<file path="src/rtl/cgr_pkg.sv">
package cgr_pkg;
  localparam int CPG    = 3;   // channels per group
  localparam int NUM_TB = 5;   // internal timebases
  localparam int DIV    = 10;  // decade prescaler ratio

  typedef enum logic [2:0] {
    CK_PIN = 3'd0, CK_TB0 = 3'd1, CK_TB1 = 3'd2, CK_TB2 = 3'd3,
    CK_TB3 = 3'd4, CK_TB4 = 3'd5, CK_PREV = 3'd6, CK_GRP = 3'd7
  } clk_code_t;

  typedef enum logic [2:0] {
    GT_HIGH = 3'd0, GT_LOW = 3'd1, GT_PIN = 3'd2, GT_NOUT = 3'd3
  } gate_code_t;

  // Period in ns of an internal timebase; 0 for any other clock code.
  function automatic logic [19:0] tb_period_ns(logic [2:0] code);
    logic [19:0] p;
    p = '0;
    if (code >= 3'd1 && code <= 3'd5) begin
      p = 20'd100;
      for (int i = 1; i < NUM_TB; i++)
        if (3'(i) < code) p = 20'(p * 20'd10);
    end
    return p;
  endfunction
endpackage

</file>
<file path="src/rtl/cgr_prescaler.sv">
module cgr_prescaler #(
  parameter int NTB   = 5,
  parameter int RATIO = 10
) (
  input  logic           clk,
  input  logic           rst,
  output logic [NTB-1:0] tb
);
  localparam int DW = $clog2(RATIO);
  localparam logic [DW-1:0] TOP = DW'(RATIO - 1);

  assign tb[0] = 1'b1;

  genvar k;
  generate
    for (k = 1; k < NTB; k++) begin : g_stage
      logic [DW-1:0] dig_q;
      assign tb[k] = tb[k-1] && (dig_q == TOP);
      always_ff @(posedge clk) begin
        if (rst)           dig_q <= '0;
        else if (tb[k-1])  dig_q <= (dig_q == TOP) ? '0 : dig_q + 1'b1;
      end
      assert_digit_range_R2: assert property (@(posedge clk) disable iff (rst)
        dig_q <= TOP);
      assert_tb_single_R2: assert property (@(posedge clk) disable iff (rst)
        tb[k] |=> !tb[k]);
    end
  endgenerate
endmodule

</file>
<file path="src/rtl/cgr_edge_sync.sv">
module cgr_edge_sync (
  input  logic clk,
  input  logic rst,
  input  logic din,
  output logic lvl,
  output logic rise
);
  logic s1_q, s2_q, s3_q;
  always_ff @(posedge clk) begin
    if (rst) begin
      s1_q <= 1'b0; s2_q <= 1'b0; s3_q <= 1'b0;
    end else begin
      s1_q <= din; s2_q <= s1_q; s3_q <= s2_q;
    end
  end
  assign lvl  = s2_q;
  assign rise = s2_q & ~s3_q;
endmodule

</file>
<file path="src/rtl/cgr_channel.sv">
module cgr_channel
  import cgr_pkg::*;
#(
  parameter int CNT_W = 16
) (
  input  logic              clk,
  input  logic              rst,
  input  logic [2:0]        clk_sel,
  input  logic [2:0]        gate_sel,
  input  logic [CNT_W-1:0]  reload,
  input  logic [NUM_TB-1:0] tb,
  input  logic              clk_pin_i,
  input  logic              gat_pin_i,
  input  logic              grp_rise,
  input  logic              prev_rise,
  input  logic              partner_out,
  output logic              out_q,
  output logic              out_rise,
  output logic              clk_o,
  output logic              clk_oe,
  output logic              gat_o,
  output logic              gat_oe
);
  logic pin_rise, pin_lvl_unused, gat_lvl, gat_rise_unused;
  logic tick, gate_en, out_d;
  logic [CNT_W-1:0] cnt_q;

  cgr_edge_sync u_ck (.clk(clk), .rst(rst), .din(clk_pin_i),
                      .lvl(pin_lvl_unused), .rise(pin_rise));
  cgr_edge_sync u_gt (.clk(clk), .rst(rst), .din(gat_pin_i),
                      .lvl(gat_lvl), .rise(gat_rise_unused));

  always_comb begin
    case (clk_code_t'(clk_sel))
      CK_PIN:  tick = pin_rise;
      CK_TB0:  tick = tb[0];
      CK_TB1:  tick = tb[1];
      CK_TB2:  tick = tb[2];
      CK_TB3:  tick = tb[3];
      CK_TB4:  tick = tb[4];
      CK_PREV: tick = prev_rise;
      default: tick = grp_rise;
    endcase
  end

  always_comb begin
    case (gate_sel)
      3'd0:    gate_en = 1'b1;
      3'd2:    gate_en = gat_lvl;
      3'd3:    gate_en = ~partner_out;
      default: gate_en = 1'b0;   // code 1 and reserved codes
    endcase
  end

  always_ff @(posedge clk) begin
    if (rst) begin
      cnt_q <= '0; out_q <= 1'b0; out_d <= 1'b0;
      clk_o <= 1'b0; clk_oe <= 1'b0; gat_o <= 1'b0; gat_oe <= 1'b1;
    end else begin
      if (tick && gate_en) begin
        if (cnt_q == '0) begin
          cnt_q <= reload;
          out_q <= ~out_q;
        end else begin
          cnt_q <= cnt_q - 1'b1;
        end
      end
      out_d  <= out_q;
      clk_o  <= tick;
      clk_oe <= (clk_sel != CK_PIN);
      gat_o  <= gate_en;
      gat_oe <= (gate_sel != GT_PIN);
    end
  end

  assign out_rise = out_q & ~out_d;

  assert_gate_low_freeze_R6: assert property (@(posedge clk) disable iff (rst)
    (gate_sel == 3'd1) |=> $stable(out_q));
  assert_reserved_freeze_R8: assert property (@(posedge clk) disable iff (rst)
    gate_sel[2] |=> $stable(out_q));
  assert_toggle_at_zero_R12: assert property (@(posedge clk) disable iff (rst)
    (cnt_q != '0) |=> $stable(out_q));
endmodule

</file>
<file path="src/rtl/cgr_router.sv">
module cgr_router
  import cgr_pkg::*;
#(
  parameter int NUM_GROUPS = 2,
  parameter int CNT_W      = 16,
  parameter int ADDR_W     = $clog2(NUM_GROUPS * 3) + 2
) (
  input  logic                      clk,
  input  logic                      rst,
  input  logic                      wr_en,
  input  logic                      rd_en,
  input  logic [ADDR_W-1:0]         addr,
  input  logic [CNT_W-1:0]          wdata,
  output logic [CNT_W-1:0]          rdata,
  output logic [19:0]               rd_period_ns,
  input  logic [NUM_GROUPS*3-1:0]   ext_clk_i,
  output logic [NUM_GROUPS*3-1:0]   ext_clk_o,
  output logic [NUM_GROUPS*3-1:0]   ext_clk_oe,
  input  logic [NUM_GROUPS*3-1:0]   ext_gat_i,
  output logic [NUM_GROUPS*3-1:0]   ext_gat_o,
  output logic [NUM_GROUPS*3-1:0]   ext_gat_oe,
  input  logic [NUM_GROUPS-1:0]     grp_clk_i,
  output logic [NUM_GROUPS*3-1:0]   chan_out
);
  localparam int NCH  = NUM_GROUPS * CPG;
  localparam int CH_W = ADDR_W - 2;
  localparam logic [CH_W-1:0] LAST_CH = CH_W'(NCH - 1);

  logic [2:0]       clk_sel  [NCH];
  logic [2:0]       gate_sel [NCH];
  logic [CNT_W-1:0] reload   [NCH];
  logic [NUM_TB-1:0] tb;
  logic [NUM_GROUPS-1:0] grp_rise, grp_lvl_unused;
  logic [NCH-1:0] rise_v;

  logic [CH_W-1:0] a_ch;
  logic [1:0]      a_sel;
  logic            a_ok;
  assign a_ch  = addr[ADDR_W-1:2];
  assign a_sel = addr[1:0];
  assign a_ok  = (a_ch <= LAST_CH);

  cgr_prescaler #(.NTB(NUM_TB), .RATIO(DIV)) u_pre (.clk(clk), .rst(rst), .tb(tb));

  always_ff @(posedge clk) begin
    if (rst) begin
      for (int i = 0; i < NCH; i++) begin
        clk_sel[i] <= '0; gate_sel[i] <= '0; reload[i] <= '0;
      end
    end else if (wr_en && a_ok) begin
      case (a_sel)
        2'd0: clk_sel[a_ch]  <= wdata[2:0];
        2'd1: gate_sel[a_ch] <= wdata[2:0];
        2'd2: reload[a_ch]   <= wdata;
        default: ;
      endcase
    end
  end

  always_ff @(posedge clk) begin
    if (rst) begin
      rdata <= '0; rd_period_ns <= '0;
    end else if (rd_en) begin
      rdata <= '0; rd_period_ns <= '0;
      if (a_ok) begin
        case (a_sel)
          2'd0: begin
            rdata        <= CNT_W'(clk_sel[a_ch]);
            rd_period_ns <= tb_period_ns(clk_sel[a_ch]);
          end
          2'd1: rdata <= CNT_W'(gate_sel[a_ch]);
          2'd2: rdata <= reload[a_ch];
          default: ;
        endcase
      end
    end
  end

  genvar g, c;
  generate
    for (g = 0; g < NUM_GROUPS; g++) begin : g_grp
      localparam int PG = (g + NUM_GROUPS - 1) % NUM_GROUPS;
      cgr_edge_sync u_gsync (.clk(clk), .rst(rst), .din(grp_clk_i[g]),
                             .lvl(grp_lvl_unused[g]), .rise(grp_rise[g]));
      for (c = 0; c < CPG; c++) begin : g_ch
        localparam int IDX  = g * CPG + c;
        localparam int PREV = (c > 0) ? IDX - 1 : PG * CPG + CPG - 1;
        localparam int PART = (c == CPG - 1) ? g * CPG : PG * CPG + c + 1;
        cgr_channel #(.CNT_W(CNT_W)) u_ch (
          .clk(clk), .rst(rst),
          .clk_sel(clk_sel[IDX]), .gate_sel(gate_sel[IDX]), .reload(reload[IDX]),
          .tb(tb), .clk_pin_i(ext_clk_i[IDX]), .gat_pin_i(ext_gat_i[IDX]),
          .grp_rise(grp_rise[g]), .prev_rise(rise_v[PREV]),
          .partner_out(chan_out[PART]),
          .out_q(chan_out[IDX]), .out_rise(rise_v[IDX]),
          .clk_o(ext_clk_o[IDX]), .clk_oe(ext_clk_oe[IDX]),
          .gat_o(ext_gat_o[IDX]), .gat_oe(ext_gat_oe[IDX]));
      end
    end
  endgenerate

  assert_period_after_read_R10: assert property (@(posedge clk) disable iff (rst)
    (rd_period_ns != '0) |-> ($past(rd_en) || $stable(rd_period_ns)));
  assert_period_legal_R10: assert property (@(posedge clk) disable iff (rst)
    (rd_period_ns == '0) || (rdata >= CNT_W'(1) && rdata <= CNT_W'(5)));
endmodule

</file>
<file path="config.mk">
export PLATFORM = sky130hd
export DESIGN_NAME = cgr_router
export DESIGN_NICKNAME = d
export VERILOG_FILES = /design/src/rtl/cgr_pkg.sv /design/src/rtl/cgr_prescaler.sv /design/src/rtl/cgr_edge_sync.sv /design/src/rtl/cgr_channel.sv /design/src/rtl/cgr_router.sv
export SDC_FILE = /design/constraint.sdc
export NUM_CORES = 1
export LEC_CHECK = 0
export ABC_AREA = 1
export BUFFER_PORTS_ARGS = -buffer_cell sky130_fd_sc_hd__buf_2
export CORE_MARGIN = 3
export CORE_UTILIZATION = 67
export CTS_CLUSTER_SIZE = 12
export DETAILED_ROUTE_END_ITERATION = 8
export PLACE_DENSITY = 0.86
export SLEW_MARGIN = 20
export SYNTH_ARGS = -nofsm -noshare
export SYNTH_HDL_FRONTEND = slang
export SYNTH_HIERARCHICAL = 1
export SYNTH_SLANG_ARGS = --single-unit
</file>
<file path="constraint.sdc">
create_clock -name clk -period 6 [get_ports clk]
set_clock_uncertainty 0.15 [all_clocks]
set_input_delay 0.9 -clock clk [delete_from_list [all_inputs] [get_ports clk]]
set_output_delay 0.9 -clock clk [all_outputs]
set_load 0.05 [all_outputs]
</file>
After elaboration in Yosys (flattened, before gate mapping) --
Memory sizes are Yosys's and may differ from the RTL's. Index checks and enable logic that the tools add are counted.
Word-level totals: register bits 220, memory bits (writable) 132, word-level logic and storage cells 315, memories 3
Cells by class: $mul 3, mux-type cells 68, equality and inequality tests 60, add/sub/neg operators 10, reduce and logical (&&, ||, !) cells 46, bitwise logic cells 34, order comparisons 7
Memory list:
- reload | words 6, bits a word 16, read ports 7, clocked after memory_dff 0, wr ports 6, line cgr_router.sv:31 | logic [CNT_W-1:0] reload [NCH];
- clk_sel | words 6, bits a word 3, read ports 7, clocked after memory_dff 0, wr ports 6, line cgr_router.sv:29 | logic [2:0] clk_sel [NCH];
- gate_sel | words 6, bits a word 3, read ports 7, clocked after memory_dff 0, wr ports 6, line cgr_router.sv:30 | logic [2:0] gate_sel [NCH];
Operators by type and width (number):
- 20-bit two-way mux | 21
- 16-bit two-way mux | 8
- 16-bit zero test | 6
- 16-bit by 1-bit subtractor with 16-bit output, second input constant | 6
- 3-bit by 2-bit equality test with 1-bit output, second input constant | 24
- 20-bit by 3-bit multiplier with 19-bit output, second input constant | 3
- 3-bit equality test, second input constant | 18
- 16-bit case mux with 3 select lines | 1
- 1-bit case mux with 7 select lines | 6
- 3-bit zero test | 12
- 1-bit inverter | 20
- 3-bit by 1-bit equality test with 1-bit output, second input constant | 6
- 3-bit by 2-bit != test with 1-bit output, second input constant | 6
- 1-bit case mux with 3 select lines | 6
- 3-bit nonzero test | 6
- 1-bit two-way mux | 17
- 4-bit by 1-bit adder with 4-bit output, second input constant | 4
- 4-bit equality test, second input constant | 4
- 16-bit OR reduction | 1
- 3-bit two-way mux | 5
- 1-bit bitwise AND | 14
- 4-bit two-way mux | 3
- 2-bit AND reduction | 6
- 1-bit logical AND | 11
- other kinds (11) | 14

Depth between registers and ports, before layout --
Gate-level depths: netlist of the first run. An unclocked memory read counts as a cell.
word-level depth 27, mapped depth 26, gate-level depth less buffers 24

Hierarchy --
The synthesis of the first run kept the hierarchy.
By module, submodules not included:
- cgr_router | cells an instance 898, area each 8523.2 um^2, instances 1
- cgr_channel at g_grp[0].g_ch[0].u_ch ... | cells an instance 274, area each 1626.6 um^2, instances 5
- cgr_channel at g_grp[0].g_ch[2].u_ch | cells an instance 275, area each 1649.1 um^2, instances 1
- cgr_edge_sync | cells an instance 10, area each 86.3 um^2, instances 14
- cgr_prescaler | cells an instance 118, area each 847.1 um^2, instances 1

Worst setup path before layout of the first run --
OpenSTA, ideal clock, no wires.
path kind input-to-reg, start point in addr[2], end point reg rd_period_ns[15], setup time 0.131 ns, path slack 1.834 ns, required time 5.719 ns, data arrival time 3.885 ns, stages on the path 21, cells stage by stage buf_6 buf_2 buf_2 nor2_1 o221ai_1 nand2_1 inv_1 ha_1 nand3_4 nor2_4 ha_1 nor2_1 ha_1 ha_1 inv_1 nor4_1 nand2_1 nand3_1 nand3_1 nand2_1 a21oi_2
On the way: cells in the longest elaborated chain, start to end 27, elaborated cells between the ends (all ways) 34, those cells by class mul: 3; order compare: 7; mux: 22; reduce/logical: 1; memory: 1
RTL lines:
- start, declared | line cgr_router.sv:12 | input logic [ADDR_W-1:0] addr,
- memory 6 x 3 bit
- 1-bit by 3-bit < comparator with 1-bit output | line cgr_pkg.sv:22 | if (3'(i) < code) p = 20'(p * 20'd10);
- 10-bit two-way mux | line cgr_pkg.sv:22
- 20-bit two-way mux | line cgr_pkg.sv:19 | if (code >= 3'd1 && code <= 3'd5) begin
- 20-bit two-way mux | line cgr_router.sv:66 | case (a_sel)
- 20-bit two-way mux | line cgr_router.sv:65 | if (a_ok) begin
- 20-bit two-way mux | line cgr_router.sv:63 | end else if (rd_en) begin
- 20-bit two-way mux | line cgr_router.sv:61 | if (rst) begin
- [... 11 more ...]
- 20-bit two-way mux | line cgr_router.sv:65
- 20-bit two-way mux | line cgr_router.sv:63
- 20-bit two-way mux | line cgr_router.sv:61
- 20-bit by 3-bit multiplier with 19-bit output | line cgr_pkg.sv:22
- 20-bit two-way mux | line cgr_pkg.sv:22
- 20-bit two-way mux | line cgr_pkg.sv:19
- 20-bit two-way mux | line cgr_router.sv:66
- 20-bit two-way mux (*) | line cgr_router.sv:65
- end signal, assigned | line cgr_router.sv:69 | rd_period_ns <= tb_period_ns(clk_sel[a_ch]);
- end, declared | line cgr_router.sv:15 | output logic [19:0] rd_period_ns,
Every way passes the cells marked *; elsewhere a longest branch is shown, timed or not. The select of a mux whose other input is x is not followed. A chain may end at the register's enable or synchronous reset.

Worst setup path in the final report of the first run --
Same ends and word-level chain as after synthesis.

==> run summary, run 1 <==
commonest non-fill, non-tap cell in the layout: nand2_1
die width: 180 um
wire per inst: 17.7 um
NetSw: 1890 uW
Pwr Total: 6300 uW
first-pass GRT wire length: 90700 um
Worst setup EP type: flop
Comb pwr share: 0.182
Worst-Skew Late Latency: 0.54 ns
drt first pass iters: 8
final hold viol count: 0
post-synthesis cell count: 2777
grt ovf: 0
CTS root buf: clkbuf_16
static leakage power: 0.0100 uW
Port Buffers: 102
layout cell share with drive strength beyond 1: 0.123
Iter 0 DRT Violations: 2510
Mapped Area: 20200 um2
outcome: completed
drt drc: 0
GRT Util Overall: 0.343
Seq pwr share: 0.441
Clock Path Buffers: 3
WS Path Type: in -> reg
Inserted Clock Buffers: 40
cell internal pwr: 4410 uW
Final ANT Viol Nets: 0
Worst slew margin: 0.274
post-cts gate resize count: 0
core footprint: 29200 um2
most frequent cells in the layout: 823 x nand2_1, 487 x nor2_1, 267 x inv_1, 216 x dfxtp_1, 176 x nand3_1
vias in the first global route: 17600
clock-pin transition on the worst setup and hold timing paths: 0.06 ns
Max Cap Viol: 0
Final min period: 4.41 ns
pwr dens: 286 nW/um2
Min Hold Slack: 0.250 ns
CTS tree: built
VDD IR max: 250 uV
Final Setup Violations: 0
Reg2Reg Depth: 19
Setup crit start kind: input port
Hold-fix buffers, CTS: 0
Synth Warn #: 6
H-tree depth: 2
Syn Area/Cell: 7.26 um2
crit share post-route: 0.735
nets@finish: 2929
die area: 32200 um2
CTS Sinks: 366
largest net degree at the start of global routing: 71
post-CTS setup buffer count: 0
RSZ-0062 raised after global routing: no
I/O pins: 105
Hold Path Cell Cnt: 2
sw frac: 0.300
Pins Over Slew Limit: 0
antenna fix cells: 0
height of the die: 180 um
Starting Density: 0.692
Peak Freq: 0.227 GHz
aggregate negative setup slack: 0 ns
DRT Wirelength: 58000 um
antenna violations before repair: 0
worst endpoint required time: 6.32 ns
Std-Cell Rows: 62
Vias/cell: 5.80
Slew @ Worst Pin: 1.09 ns
Worst Hold Class: reg -> reg
via count: 19000
clock power share: 0.377
CP max FO: 17
Worst EP arrival: 4.73 ns
routability cong.: 0.976
area delta synth->final: 9.12%
HPWL Detailed: 42200 um
[power by group through the flow]
| stage | Sequential (uW) | Combinational (uW) | Clock [uW] |
|---|---|---|---|
| 3_5_place_dp | 2830 | 1110 | 0 |
| 2_1_floorplan | 2840 | 842 | 0 |
| 3_3_place_gp | 2820 | 1090 | 0 |
| 5_1_grt | 2790 | 1280 | 2490 |
| 4_1_cts | 2780 | 1120 | 2390 |
| 6_report | 2780 | 1150 | 2370 |
[worst max-delay path, cell delays in order]
cell	delay, ns
buf_2	0.24
inv_2	0.16
or2_1	0.24
nand2_1	0.06
nand3_1	0.07
nand2_1	0.44
ha_1	0.52
nand3_4	0.14
nor2_4	0.15
ha_1	0.27
nor2_1	0.21
ha_1	0.28
ha_1	0.30
inv_1	0.05
nor4_1	0.27
nand2_1	0.11
nand2_1	0.07
nand2_1	0.04
nand3_1	0.05
nand2_1	0.06
a21oi_2	0.10
[cell type report]
class	count	area [um2]
Multi-Input combinational cell	2049	9740
Sequential cell	366	8830
Fill cell	2222	7150
Clock buffer	62	1170
Inverter	286	1100
Timing Repair Buffer	113	599
Tap cell	384	480
Clock inverter	11	92.6
[worst paths after layout]
check                                       start                              to  slack, ns
setup / recovery                          addr[2]                rd_period_ns[15]       1.59
hold / removal    g_grp[1].g_ch[1].u_ch/u_gt/s1_q  g_grp[1].g_ch[1].u_ch/u_gt/lvl       0.25
setup reg to reg                    clk_sel[1][2]                rd_period_ns[15]       1.86
hold reg to reg   g_grp[1].g_ch[1].u_ch/u_gt/s1_q  g_grp[1].g_ch[1].u_ch/u_gt/lvl       0.25
[flip-flops by register name, summed over array words and instances (netlist names)]
register / flops
clk_sel: 24
g_grp.g_ch.u_ch/clk_o: 6
g_grp.g_ch.u_ch/clk_oe: 6
g_grp.g_ch.u_ch/cnt_q: 96
g_grp.g_ch.u_ch/gat_o: 6
g_grp.g_ch.u_ch/gat_oe: 6
g_grp.g_ch.u_ch/out_d: 6
g_grp.g_ch.u_ch/out_q: 6
g_grp.g_ch.u_ch/u_ck/lvl: 6
g_grp.g_ch.u_ch/u_ck/s1_q: 6
g_grp.g_ch.u_ch/u_ck/s3_q: 6
g_grp.g_ch.u_ch/u_gt/lvl: 6
g_grp.g_ch.u_ch/u_gt/s1_q: 6
g_grp.u_gsync/lvl: 2
g_grp.u_gsync/s1_q: 2
g_grp.u_gsync/s3_q: 2
gate_sel: 24
rd_period_ns: 16
rdata: 16
reload: 102
u_pre/g_stage.dig_q: 16
[per-stage QoR]
step / std cells / cell area [um2] / setup slack [ns] / util
2_1_floorplan: 2796 / 20200 / 1.83 / -
3_3_place_gp: 3198 / 20800 / 1.07 / 0.712
3_5_place_dp: 3198 / 20800 / 1.02 / 0.712
4_1_cts: 3271 / 22000 / 1.60 / 0.755
5_1_grt: 3271 / 22000 / 1.21 / 0.755
6_report: 3271 / 22000 / 1.59 / 0.755
[layer usage]
metal  global-route usage  vias up  wire length (um)
li1                     -     9010                 -
met4                0.152        0              2740
met5                    0        -                 0
met3               0.0756      204              6040
met1                0.445     8720             22500
met2                0.556     1027             26700
Note: power is estimated with default switching activity, not from simulation.
==> run 2: changes to the inputs <==
--- a/config.mk
+++ b/config.mk
@@ -8,10 +8,10 @@
 export ABC_AREA = 1
 export BUFFER_PORTS_ARGS = -buffer_cell sky130_fd_sc_hd__buf_2
 export CORE_MARGIN = 3
-export CORE_UTILIZATION = 67
+export CORE_UTILIZATION = 62
 export CTS_CLUSTER_SIZE = 12
 export DETAILED_ROUTE_END_ITERATION = 8
-export PLACE_DENSITY = 0.86
+export PLACE_DENSITY = 0.81
 export SLEW_MARGIN = 20
 export SYNTH_ARGS = -nofsm -noshare
 export SYNTH_HDL_FRONTEND = slang
==> constraint.sdc (replaced) <==
create_clock -name clk -period 4.6 [get_ports clk]
set_clock_uncertainty 0.15 [all_clocks]
set_input_delay 0.69 -clock clk [delete_from_list [all_inputs] [get_ports clk]]
set_output_delay 0.69 -clock clk [all_outputs]
set_load 0.05 [all_outputs]
==> run 2 against run 1 <==
Effect of this change:
- sequential power increased by 30%
- non-clock buffer count increased by 6
- largest cell class unchanged
- routed wire length decreased by 2.5%
- critical path type unchanged
- global-route usage decreased by 2.8 points
- largest power group unchanged
==> run summary, run 2 (synthesis gave the netlist of run 1 again) <==
drt first pass iters: 8
M1 GR Usage: 0.415
most frequent cells in the layout: 823 x nand2_1, 487 x nor2_1, 267 x inv_1, 216 x dfxtp_1, 176 x nand3_1
cell breakdown of the critical path: buf_2 > inv_2 > or2_1 > nand2_1 > nand3_1 > nand2_1 > ha_1 > inv_1 > nand3_1 > ha_1 > nor2_1 > ha_1 > ha_1 > inv_1 > nor4_1 > nand2_1 > nand3_1 > nand3_1 > nand2_1 > a21oi_2
met2 Use GR: 0.530
Top Registers: reload x102, g_grp.g_ch.u_ch/cnt_q x96
DRT Wirelength: 56500 um
Final min period: 3.81 ns
die width: 186 um
Top Usage Layer GRT: met2
max incr delay on CP: 0.34 ns
VDD IR max: 359 uV
Final Setup Violations: 0
static leakage power: 0.0101 uW
Starting Density: 0.634
final core occ: 0.696
Worst slew margin: 0.270
Hold-fix buffers, CTS: 0
Buf+Inv Stages, Crit Path: 4
RSZ-0062 raised after global routing: no
Max Cap Viol: 0
HPWL Detailed: 41600 um
commonest non-fill, non-tap cell in the layout: nand2_1
GRT Util Overall: 0.315
first-pass GRT wire length: 89300 um
Port Buffers: 102
height of the die: 186 um
final hold viol count: 0
nets@finish: 2935
post-CTS setup buffer count: 0
core footprint: 31800 um2
I/O pins: 105
wire per inst: 17.0 um
area delta synth->final: 9.71%
grt ovf: 0
largest net degree at the start of global routing: 82
antenna fix cells: 0
routability cong.: 1.01
worst endpoint required time: 4.85 ns
die area: 34700 um2
pwr dens: 372 nW/um2
CTS Sinks: 366
Top Family by Delay on Critical Path: simple AND/OR/NAND/NOR gates
Worst Hold Class: in -> reg
aggregate negative setup slack: 0 ns
met3 Use GR: 0.0464
register with the most flip-flops: reload
crit share post-route: 0.828
max FFs per register: 102
Min Hold Slack: 0.215 ns
slowest stage cell on the critical path: ha_1
post-cts gate resize count: 0
Inserted Clock Buffers: 40
drt drc: 0
Peak Freq: 0.262 GHz
register-to-register setup slack: 0.92 ns
clock-pin transition on the worst setup and hold timing paths: 0.06 ns
WS Path Type: in -> reg
Final ANT Viol Nets: 0
Iter 0 DRT Violations: 1971
Setup crit start kind: input port
Pins Over Slew Limit: 0
Worst EP arrival: 4.06 ns
layout cell share with drive strength beyond 1: 0.124
CTS tree: built
Vias/cell: 5.58
Std-Cell Rows: 65
H-tree depth: 2
antenna violations before repair: 1
CP max FO: 17
outcome: completed
Worst-Skew Late Latency: 0.53 ns
Clock Path Buffers: 3
Worst setup EP type: flop
via count: 18600
vias in the first global route: 17400
CTS root buf: clkbuf_16
Slew @ Worst Pin: 1.09 ns
==> run 2: metal layers <==
metal / wire, um / share of wire
met5: 0 / 0
met2: 26600 / 0.47
met4: 2150 / 0.038
met3: 5280 / 0.093
met1: 22500 / 0.40
==> run 2: area by class of cell <==
cell class	count	area, um2
tap	435	544
multi-input combinational	2049	9740
clock inverter	12	135
timing repair buffer	119	657
inverter	286	1100
fill	2728	9670
clock buffer	60	1120
sequential	366	8830
==> run 2: power by group <==
part | switching, uW | total (uW) | internal (uW)
combinational | 1040 | 1490 | 446
sequential | 116 | 3620 | 3510
clock | 1270 | 3120 | 1860
total | 2430 | 8240 | 5810
==> run 2: tightest hold or removal path: stages <==
cell	delay, ns
buf_2	0.08
inv_1	0.03
nor2_1	0.06
==> run 2: path summary, 6_finish.rpt <==
kind / endpoint / from / cells past startpoint
max: rd_period_ns[15] / addr[2] / 20
max reg2reg: rd_period_ns[15] / clk_sel[1][1] / 17
min: g_grp[1].g_ch[2].u_ch/u_ck/s1_q / ext_clk_i[5] / 3
min reg2reg: g_grp[0].u_gsync/lvl / g_grp[0].u_gsync/s1_q / 2
==> run 2: through the flow <==
stage | area (um2) | setup WS (ns) | cells | total power [uW]
after CTS | 22100 | 0.842 | 3327 | 8250
after global routing | 22100 | 0.408 | 3327 | 8600
final | 22100 | 0.789 | 3327 | 8240
after detailed placement | 20900 | 0.300 | 3255 | 5150
after global placement | 20900 | 0.353 | 3255 | 5120
after floorplan | 20200 | 0.644 | 2796 | 4810
